--- config.mk ---
export PLATFORM = sky130hd
export DESIGN_NAME = pkt_i2c_decoder
export DESIGN_NICKNAME = d
export VERILOG_FILES = /design/src/rtl/pkt_dec_pkg.sv /design/src/rtl/pkt_dec_datapath.sv /design/src/rtl/pkt_dec_ctl.sv /design/src/rtl/pkt_i2c_decoder.sv
export SDC_FILE = /design/constraint.sdc
export NUM_CORES = 1
export LEC_CHECK = 0
export ABC_AREA = 1
export BUFFER_PORTS_ARGS = -buffer_cell sky130_fd_sc_hd__buf_2
export CAP_MARGIN = 20
export CORE_MARGIN = 5
export CORE_UTILIZATION = 52
export CTS_BUF_LIST = sky130_fd_sc_hd__clkbuf_16
export DETAILED_ROUTE_END_ITERATION = 8
export GPL_TIMING_DRIVEN = 0
export PLACE_DENSITY = 0.77
export SLEW_MARGIN = 40
export SYNTH_ARGS = -nofsm -noshare
export SYNTH_HDL_FRONTEND = slang
export SYNTH_SLANG_ARGS = --single-unit
--- constraint.sdc ---
create_clock -name clk -period 1.77 [get_ports clk]
set_clock_uncertainty 0.2 [all_clocks]
set_input_delay 0.354 -clock clk [delete_from_list [all_inputs] [get_ports clk]]
set_output_delay 0.354 -clock clk [all_outputs]
set_load 0.02 [all_outputs]
--- src/rtl/pkt_dec_pkg.sv ---
package pkt_dec_pkg;

  // first header word
  localparam int PROTO_BIT    = 4;
  // I2C header word
  localparam int TENBIT_BIT   = 18;
  localparam int READ_BIT     = 19;
  localparam int CONT_BIT     = 15;
  localparam int RESTART_BIT  = 16;
  localparam int CONTNACK_BIT = 21;
  localparam int ADDR_W       = 10;

  // irq flag positions
  localparam int IRQ_DONE  = 7;
  localparam int IRQ_NACK  = 3;
  localparam int IRQ_ARB   = 2;
  localparam int IRQ_FMT   = 1;

  typedef enum logic [2:0] {
    ST_HDR0, ST_SIZE, ST_HDRI, ST_CMD, ST_XFER, ST_DRAIN
  } state_t;

  typedef enum logic [1:0] {
    END_STOP = 2'd0, END_RESTART = 2'd1, END_CONTINUE = 2'd2
  } end_t;

  typedef struct packed {
    logic capSize;
    logic capHdr;
    logic loadWord;
    logic dropWord;
    logic popByte;
    logic countDone;
    logic flush;
  } strobe_t;

endpackage

--- src/rtl/pkt_dec_datapath.sv ---
module pkt_dec_datapath
  import pkt_dec_pkg::*;
#(
  parameter int LEN_W = 12
) (
  input  logic             clk,
  input  logic             rstN,
  input  strobe_t          stb,
  input  logic [31:0]      inWord,
  output logic [ADDR_W-1:0] cmdAddr,
  output logic             cmdRead,
  output logic             cmdTenBit,
  output logic [1:0]       cmdEnd,
  output logic [LEN_W-1:0] cmdLenM1,
  output logic             contNack,
  output logic [7:0]       txByte,
  output logic             bufEmpty,
  output logic             loadsLeft,
  output logic             lastDone
);

  localparam int TO_W = LEN_W + 1;

  logic [LEN_W-1:0] sizeReg, doneCnt;
  logic [TO_W-1:0]  toLoad;
  logic [31:0]      wordBuf, hdrReg;
  logic [2:0]       inBuf;
  logic [2:0]       chunk;

  always_comb chunk = (toLoad >= TO_W'(4)) ? 3'd4 : toLoad[2:0];

  always_ff @(posedge clk or negedge rstN) begin
    if (!rstN) begin
      sizeReg <= '0;
      doneCnt <= '0;
      toLoad  <= '0;
      wordBuf <= '0;
      hdrReg  <= '0;
      inBuf   <= '0;
    end else begin
      if (stb.capSize) begin
        sizeReg <= inWord[LEN_W-1:0];
        toLoad  <= {1'b0, inWord[LEN_W-1:0]} + TO_W'(1);
        doneCnt <= '0;
        inBuf   <= '0;
      end
      if (stb.capHdr) begin
        hdrReg <= inWord;
        if (inWord[READ_BIT]) toLoad <= '0;
      end
      if (stb.loadWord) begin
        wordBuf <= inWord;
        inBuf   <= chunk;
        toLoad  <= toLoad - TO_W'(chunk);
      end
      if (stb.dropWord) toLoad <= toLoad - TO_W'(chunk);
      if (stb.popByte) begin
        wordBuf <= {8'h00, wordBuf[31:8]};
        inBuf   <= inBuf - 3'd1;
      end
      if (stb.countDone) doneCnt <= doneCnt + LEN_W'(1);
      if (stb.flush) inBuf <= '0;
    end
  end

  always_comb begin
    cmdRead   = hdrReg[READ_BIT];
    cmdTenBit = hdrReg[TENBIT_BIT];
    cmdAddr   = cmdTenBit ? hdrReg[ADDR_W-1:0] : {hdrReg[ADDR_W-1:1], hdrReg[READ_BIT]};
    if (hdrReg[CONT_BIT])         cmdEnd = END_CONTINUE;
    else if (hdrReg[RESTART_BIT]) cmdEnd = END_RESTART;
    else                          cmdEnd = END_STOP;
  end

  assign cmdLenM1  = sizeReg;
  assign contNack  = hdrReg[CONTNACK_BIT];
  assign txByte    = wordBuf[7:0];
  assign bufEmpty  = (inBuf == 3'd0);
  assign loadsLeft = (toLoad != '0);
  assign lastDone  = (doneCnt == sizeReg);

  // a byte is only handed out while one is buffered
  assert_pop_has_byte_R5: assert property (@(posedge clk) disable iff (!rstN)
    stb.popByte |-> inBuf != 3'd0);
  // a new word only enters an empty buffer with bytes still owed
  assert_load_when_empty_R5: assert property (@(posedge clk) disable iff (!rstN)
    stb.loadWord |-> (inBuf == 3'd0) && (toLoad != '0));
  // discarding never runs past the packet
  assert_drop_has_words_R1: assert property (@(posedge clk) disable iff (!rstN)
    stb.dropWord |-> toLoad != '0);

endmodule

--- src/rtl/pkt_dec_ctl.sv ---
module pkt_dec_ctl
  import pkt_dec_pkg::*;
(
  input  logic       clk,
  input  logic       rstN,
  input  logic       inValid,
  input  logic       protoOk,
  output logic       inReady,
  output logic       cmdValid,
  input  logic       cmdReady,
  output logic       txValid,
  input  logic       txReady,
  input  logic       engByteDone,
  input  logic       engNack,
  input  logic       engArbLost,
  input  logic       isRead,
  input  logic       contNack,
  input  logic       bufEmpty,
  input  logic       loadsLeft,
  input  logic       lastDone,
  output strobe_t    stb,
  output logic [7:0] irqPulse
);

  state_t state, stateNext;
  logic   badQ, badNext;
  logic   accept, abort, finish, inXfer;
  logic [7:0] irqNext;

  always_comb begin
    case (state)
      ST_HDR0, ST_SIZE, ST_HDRI: inReady = 1'b1;
      ST_XFER:  inReady = !isRead && bufEmpty && loadsLeft;
      ST_DRAIN: inReady = loadsLeft;
      default:  inReady = 1'b0;
    endcase
  end

  assign inXfer   = (state == ST_XFER);
  assign accept   = inValid && inReady;
  assign txValid  = inXfer && !isRead && !bufEmpty;
  assign cmdValid = (state == ST_CMD);
  assign abort    = inXfer && (engArbLost || (engNack && !contNack));
  assign finish   = inXfer && !abort && engByteDone && lastDone;

  always_comb begin
    stb.capSize   = (state == ST_SIZE) && accept;
    stb.capHdr    = (state == ST_HDRI) && accept;
    stb.loadWord  = inXfer && accept;
    stb.dropWord  = (state == ST_DRAIN) && accept;
    stb.popByte   = txValid && txReady;
    stb.countDone = inXfer && !abort && engByteDone;
    stb.flush     = abort;
  end

  always_comb begin
    stateNext = state;
    badNext   = badQ;
    case (state)
      ST_HDR0: if (accept) begin
        stateNext = ST_SIZE;
        badNext   = !protoOk;
      end
      ST_SIZE: if (accept) stateNext = ST_HDRI;
      ST_HDRI: if (accept) stateNext = badQ ? ST_DRAIN : ST_CMD;
      ST_CMD:  if (cmdReady) stateNext = ST_XFER;
      ST_XFER: begin
        if (abort)       stateNext = ST_DRAIN;
        else if (finish) stateNext = ST_HDR0;
      end
      ST_DRAIN: if (!loadsLeft) stateNext = ST_HDR0;
      default: stateNext = ST_HDR0;
    endcase
  end

  always_comb begin
    irqNext           = '0;
    irqNext[IRQ_DONE] = finish;
    irqNext[IRQ_NACK] = inXfer && engNack;
    irqNext[IRQ_ARB]  = inXfer && engArbLost;
    irqNext[IRQ_FMT]  = (state == ST_HDR0) && accept && !protoOk;
  end

  always_ff @(posedge clk or negedge rstN) begin
    if (!rstN) begin
      state    <= ST_HDR0;
      badQ     <= 1'b0;
      irqPulse <= '0;
    end else begin
      state    <= stateNext;
      badQ     <= badNext;
      irqPulse <= irqNext;
    end
  end

  // a presented command stays up until the engine takes it
  assert_cmd_held_R3: assert property (@(posedge clk) disable iff (!rstN)
    (cmdValid && !cmdReady) |=> cmdValid);
  // the complete flag never lasts more than one cycle
  assert_complete_single_R2: assert property (@(posedge clk) disable iff (!rstN)
    irqPulse[IRQ_DONE] |=> !irqPulse[IRQ_DONE]);
  // an aborting NACK is never followed by a complete flag
  assert_abort_no_complete_R7: assert property (@(posedge clk) disable iff (!rstN)
    (inXfer && engNack && !contNack) |=> !irqPulse[IRQ_DONE]);
  // lost arbitration always leaves the transfer
  assert_arb_leaves_xfer_R8: assert property (@(posedge clk) disable iff (!rstN)
    (inXfer && engArbLost) |=> !txValid && (state != ST_XFER));

endmodule

--- src/rtl/pkt_i2c_decoder.sv ---
module pkt_i2c_decoder
  import pkt_dec_pkg::*;
#(
  parameter int LEN_W = 12
) (
  input  logic             clk,
  input  logic             rstN,
  input  logic [31:0]      inWord,
  input  logic             inValid,
  output logic             inReady,
  output logic             cmdValid,
  input  logic             cmdReady,
  output logic [9:0]       cmdAddr,
  output logic             cmdRead,
  output logic             cmdTenBit,
  output logic [1:0]       cmdEnd,
  output logic [LEN_W-1:0] cmdLenM1,
  output logic [7:0]       txByte,
  output logic             txValid,
  input  logic             txReady,
  input  logic             engByteDone,
  input  logic             engNack,
  input  logic             engArbLost,
  output logic [7:0]       irqPulse
);

  strobe_t stb;
  logic contNack, bufEmpty, loadsLeft, lastDone;

  pkt_dec_ctl ctl_i (
    .clk(clk), .rstN(rstN),
    .inValid(inValid), .protoOk(inWord[PROTO_BIT]), .inReady(inReady),
    .cmdValid(cmdValid), .cmdReady(cmdReady),
    .txValid(txValid), .txReady(txReady),
    .engByteDone(engByteDone), .engNack(engNack), .engArbLost(engArbLost),
    .isRead(cmdRead), .contNack(contNack),
    .bufEmpty(bufEmpty), .loadsLeft(loadsLeft), .lastDone(lastDone),
    .stb(stb), .irqPulse(irqPulse)
  );

  pkt_dec_datapath #(.LEN_W(LEN_W)) dp_i (
    .clk(clk), .rstN(rstN), .stb(stb), .inWord(inWord),
    .cmdAddr(cmdAddr), .cmdRead(cmdRead), .cmdTenBit(cmdTenBit),
    .cmdEnd(cmdEnd), .cmdLenM1(cmdLenM1), .contNack(contNack),
    .txByte(txByte), .bufEmpty(bufEmpty), .loadsLeft(loadsLeft),
    .lastDone(lastDone)
  );

endmodule

## Word-level counts from Yosys, hierarchy flattened

Index checks and enable logic that the tools add are counted.
W data, S select, Z words.

| word-level totals | value |
|---|---|
| logic and storage cells | 87 |
| register bits after elaboration | 102 |
| input bits | 40 |

| cells by class | value |
|---|---|
| add/subtract/negate cells | 4 |
| magnitude comparators | 1 |
| mux-type cells | 27 |
| equal/unequal tests | 12 |
| reductions and logical operators | 34 |

Operators with widths:

| cell | number |
|---|---|
| $mux W13 | 5 |
| $mux W32 | 2 |
| $mux W3 | 13 |
| $mux W12 | 2 |
| $logic_and A1 B1 Y1 | 19 |
| $pmux W3 S6 | 1 |
| $add A12 B1 Y13 const B | 1 |
| $ge A13 B3 Y1 const B | 1 |
| $reduce_bool A13 Y1 | 1 |
| $sub A13 B3 Y13 | 1 |
| $add A12 B1 Y12 const B | 1 |
| $eq A12 B12 Y1 | 1 |
| $ne A2 B1 Y1 const B | 4 |
| $eq A3 B2 Y1 const B | 2 |
| $eq A3 B3 Y1 const B | 2 |
| $logic_not A3 Y1 | 2 |
| $reduce_and A6 Y1 | 1 |
| $logic_not A1 Y1 | 5 |
| $reduce_bool A2 Y1 | 2 |
| $reduce_bool A4 Y1 | 1 |
| $eq A3 B1 Y1 const B | 1 |
| $ne A3 B1 Y1 const B | 1 |
| $pmux W1 S3 | 1 |
| $reduce_or A3 Y1 | 1 |
| 6 further kinds | 7 |

## Logic depth before layout (Yosys ltp)

| depth | value |
|---|---|
| word-level depth | 11 |
| mapped depth | 13 |

## Hierarchy

Synthesis repeated with hierarchy kept, for this count alone.

| unflattened totals | value |
|---|---|
| cell total of the unflattened synthesis | 664 |
| area total of the unflattened synthesis | 5257.5 um2 |

Modules (own cells, without submodules):

| module | cells each | sequential area each (um2) | times used | area an instance (um2) |
|---|---|---|---|---|
| pkt_dec_datapath | 580 | 2177.1 | 1 | 4684.5 |
| pkt_dec_ctl | 84 | 200.2 | 1 | 573.0 |

## Worst setup path after synthesis

No wires, ideal clock.

| timing path | value |
|---|---|
| path kind | register to register |
| start | register dp_i.inBuf[0] |
| end | register dp_i.wordBuf[0] |
| slack | -0.225 ns |
| arrival | 1.678 ns |
| cell stages (with the launch flop) | 11 |
| buffers on the path | 1 |
| clock period less this slack | 1.995 ns |
| required time | 1.454 ns |
| cell sequence | dfrtp_1 -> inv_1 -> ha_1 -> ha_1 -> nor3_4 -> nand2_2 -> clkbuf_1 -> nand2_1 -> o21ai_0 -> nand2_1 -> nand2_1 |

RTL lines:

| what | line | source |
|---|---|---|
| from (decl) | pkt_dec_datapath.sv:27 | `logic [2:0] inBuf;` |
| from (signal assigned) | pkt_dec_datapath.sv:53 | `inBuf <= chunk;` |
| from (signal assigned) | pkt_dec_datapath.sv:59 | `inBuf <= inBuf - 3'd1;` |
| $logic_not A3 Y1 (*) | pkt_dec_datapath.sv:78 | `assign bufEmpty = (inBuf == 3'd0);` |
| $logic_not A1 Y1 (*) | pkt_dec_ctl.sv:41 | `assign txValid = inXfer && !isRead && !bufEmpty;` |
| $logic_and A1 B1 Y1 (*) | pkt_dec_ctl.sv:41 |  |
| via txValid | pkt_i2c_decoder.sv:19 | `output logic txValid,` |
| $logic_and A1 B1 Y1 (*) | pkt_dec_ctl.sv:51 | `stb.popByte = txValid && txReady;` |
| $mux W32 or $reduce_bool A2 Y1 (tied branches) | - |  |
| to (signal assigned) | pkt_dec_datapath.sv:52 | `wordBuf <= inWord;` |
| to (signal assigned) | pkt_dec_datapath.sv:58 | `wordBuf <= {8'h00, wordBuf[31:8]};` |
| to (decl) | pkt_dec_datapath.sv:26 | `logic [31:0] wordBuf, hdrReg;` |

Mark *: on every way through the listed nets, which the timed path passes. The rest lies on a longest branch.
A chain may end at the register's enable or synchronous reset.

## Worst setup path after layout

| timing path | value |
|---|---|
| start | register dp_i.inBuf[0] |
| end | output port inReady |

| between the ends | value |
|---|---|
| word-level cells in the longest chain between the ends | 4 |

RTL lines:

| what | line | source |
|---|---|---|
| $logic_not A3 Y1 | pkt_dec_datapath.sv:78 |  |
| $logic_and A1 B1 Y1 (2 in a row) | pkt_dec_ctl.sv:33 | `ST_XFER: inReady = !isRead && bufEmpty && loadsLeft;` |
| $pmux W1 S3 | pkt_dec_ctl.sv:31 | `case (state)` |
| to (decl) | pkt_i2c_decoder.sv:10 | `output logic inReady,` |

Every way passes these cells.

==> results.py <==
metrics = {
    "status": {
        "status": "finished, violations left",
        "failed_checks": "negative setup slack",
    },
    "route": {
        "first_iter_violations": 668,
        "drt_wl_total_mm": 18.90,
        "vias": 5741,
        "vias_per_cell": 5.662,
        "ant_nets": 0,
        "wl_per_cell_um": 18.64,
        "remaining_drc_errors": 0,
        "dr.pass1.iters": 5,
    },
    "power": {
        "combPwrFrac": 0.519,
        "p_leak_uw": 0.004025,
        "p_per_area_nw_per_um2": 1543,
        "seqPwrFrac": 0.304,
        "internal-power_uw": 6919,
        "switching_share": 0.4294,
        "p_clk_frac": 0.177,
        "p_sw_uw": 5206,
        "peakVddDrop_mv": 1.248,
    },
    "grt": {
        "grt_max_degree": 51,
        "antenna_found_initial": 0,
        "grt_use_total": 0.2710,
        "overflow": 0,
        "grt_pass1_vias": 5569,
        "grt_pass1_wl_mm": 27.43,
    },
    "worst_setup_path": {
        "start_kind": "register",
        "critPathKind": "reg -> out",
        "required_ns": 1.22,
        "cp.arrival_ns": 1.57,
        "end_kind": "output pin",
        "crit_fanout": 2,
    },
    "final_layout": {
        "instances_no_fill": 1014,
        "finalCoreUtilization": 0.7717,
        "syn_to_final_growth_pct": 46.78,
        "fillers": 668,
        "n_antenna_cell": 0,
        "final_cell_mix": "146 x nand2_1, 90 x dfrtp_1, 76 x buf_2",
        "drive_gt1_frac": 0.4305,
        "layout_commonest_cell": "nand2_1",
        "layout.nets": 919,
    },
    "placed_design": {
        "hpwl_mm": 10.67,
        "dp_cells": 925,
        "routabilityCongestion": 0.9486,
        "port_buffers": 80,
    },
    "yosys": {
        "synth_area_sq_um": 5355,
        "synth-xor-area-share": 0.02944,
        "ys_seq_area_frac": 0.4439,
        "ys_seq_elements": 95,
        "synth-edff-count": 0,
        "yosys.area_share.simple": 0.2603,
        "synthMuxAreaShare": 0,
        "synth_ff_type": "dfrtp_1",
        "synth_adder_area_share": 0.01402,
        "synth-compound-area-share": 0.1367,
        "syn_avg_cell_area_sq_um": 7.607,
        "synth_top_family_by_area": "simple AND/OR/NAND/NOR gates",
        "synthCells": 704,
        "ys_warn_count": 0,
        "ys_types": 36,
        "synthArstFlopShare": 1.000,
    },
    "clock_tree": {
        "htreeDepth": 3,
        "clk_latency_ns": 0.35,
        "clock_path_buffers": 2,
        "clock-sinks": 95,
        "cts-root-buf": "clkbuf_16",
        "clk_pin_slew_ns": 0.08,
        "cts_tree": "yes",
        "numCtsBuffers": 9,
    },
    "flow_run": {
        "maxCapViolCount": 0,
    },
    "sta": {
        "setup_ws_ns": -0.3495,
        "clock.fmax_ghz": 0.4718,
        "worst_pin_slew_ns": 0.4966,
        "drv_slew": 0,
        "finalSetupViolCount": 69,
        "timing.setup.tns_ns": -16.86,
        "fin_crit_ns": 2.120,
        "slew_headroom": 0.6677,
        "rsz0062_at_grt": "true",
        "fin_crit_sh": 1.197,
        "finalHoldViolations": 0,
    },
    "floorplan": {
        "die_w_um": 111.5,
        "io_pins": 85,
        "die-area_sq_um": 12430,
        "coreArea_sq_um": 10180,
        "initial_core_util": 0.5258,
        "die_y_um": 111.5,
        "row_count": 37,
    },
    "worst_hold_path": {
        "hp-class": "in -> reg",
    },
}
==> cell usage after synthesis, types with 3 or more instances <==
cell type / count / area [sq um]
nand2_1: 189 / 709.4
dfrtp_1: 95 / 2377
inv_1: 80 / 300.3
o21ai_0: 71 / 355.3
nor2_1: 50 / 187.7
nand3_1: 39 / 195.2
o21ai_1: 29 / 145.1
buf_4: 26 / 195.2
xor2_1: 18 / 157.7
a21oi_1: 13 / 65.06
buf_2: 9 / 45.04
inv_2: 9 / 33.78
nor3_1: 8 / 40.04
clkbuf_1: 7 / 26.28
nand2_2: 7 / 43.79
o21ai_2: 7 / 61.31
ha_1: 6 / 75.07
nand4_1: 6 / 37.54
nor4_1: 5 / 31.28
nand2_4: 4 / 45.04
nand3_2: 4 / 40.04
nor2_4: 3 / 33.78
o211ai_1: 3 / 22.52
==> registers in the layout (all words and copies together) (netlist names) <==
| signal | flops |
|---|---|
| ctl_i.badQ | 1 |
| dp_i.cmdLenM1 | 12 |
| ctl_i.state | 3 |
| dp_i.inBuf | 3 |
| dp_i.toLoad | 13 |
| dp_i.hdrReg | 15 |
| dp_i.doneCnt | 12 |
| dp_i.wordBuf | 32 |
| ctl_i.irqPulse | 4 |
==> per-stage QoR <==
step	setup WS (ns)	total power, uW	hold WS (ns)	instance area (sq um)
2_1_floorplan	-0.1001	6768	-0.1416	5485
3_3_place_gp	-0.7829	7852	0.2554	6056
3_5_place_dp	-0.5413	8002	0.07716	6093
4_1_cts	-0.3067	11010	0.02833	7259
5_1_grt	-0.4089	12760	0.05299	7860
6_report	-0.3495	12120	0.03422	7860
==> worst paths after layout <==
path,from,endpoint,slack (ns),cells after the start
setup / recovery,dp_i.inBuf[0],inReady,-0.35,8
hold reg to reg,dp_i.hdrReg[5],dp_i.hdrReg[5],0.29,2
setup reg to reg,dp_i.inBuf[0],dp_i.inBuf[0],-0.34,14
min in group asynchronous,rstN,dp_i.wordBuf[0],0.30,2
hold / removal,inWord[18],dp_i.hdrReg[18],0.03,3
max in group asynchronous,rstN,dp_i.toLoad[3],0.48,3
==> cell type report <==
class / instances / area, sq um / share of cell area
buffer: 41 / 391.6 / 0.04982
clock buffer: 9 / 225.2 / 0.02865
clock inverter: 7 / 95.09 / 0.01210
inverter: 89 / 364.1 / 0.04632
multi-input combinational: 484 / 3047 / 0.3876
sequential: 95 / 2384 / 0.3032
tap: 136 / 170.2 / 0.02165
timing repair buffer: 153 / 1184 / 0.1506
==> metal layers <==
layer / global-route usage / up-vias / share of wire
li1: - / 2574 / -
met3: 0.05598 / 87 / 0.084
met4: 0.1014 / 0 / 0.041
met2: 0.4580 / 333 / 0.49
met5: 0 / - / 0
met1: 0.3443 / 2747 / 0.39
==> cell families after synthesis <==
logic type	after synthesis
flip-flops	95
adder cells (fa/ha/maj)	6
other	2
AND/OR/NAND/NOR	318
XOR/XNOR	18
AO/OA/AOI/OAI	133
buffers and inverters	132
==> power by group through the flow <==
stage | clock, uW | sequential (uW) | combinational [uW]
finish | 2150 | 3690 | 6290
CTS | 2120 | 3610 | 5290
detailed placement | 0 | 3670 | 4340
global placement | 0 | 3640 | 4220
global route | 2230 | 3770 | 6760
floorplan | 0 | 3710 | 3060
==> critical path: stages, from the launching register on <==
cell	delay (ns)
dfrtp_1	0.42
inv_2	0.08
ha_4	0.13
ha_4	0.16
nand3_2	0.08
nand2_2	0.09
nand2_4	0.06
nand2_4	0.07
buf_6	0.12
==> repair_timing <==
item                                    in CTS  in global routing
resized for setup                          147                123
buffers inserted                            32                 30
cloned                                      11                  2
hold endpoints to repair                    45                  0
endpoints found under the setup margin      92                 88
pin swaps                                   32                 37
hold buffers                                 1                  0
Power figures use the tool's default switching activity.
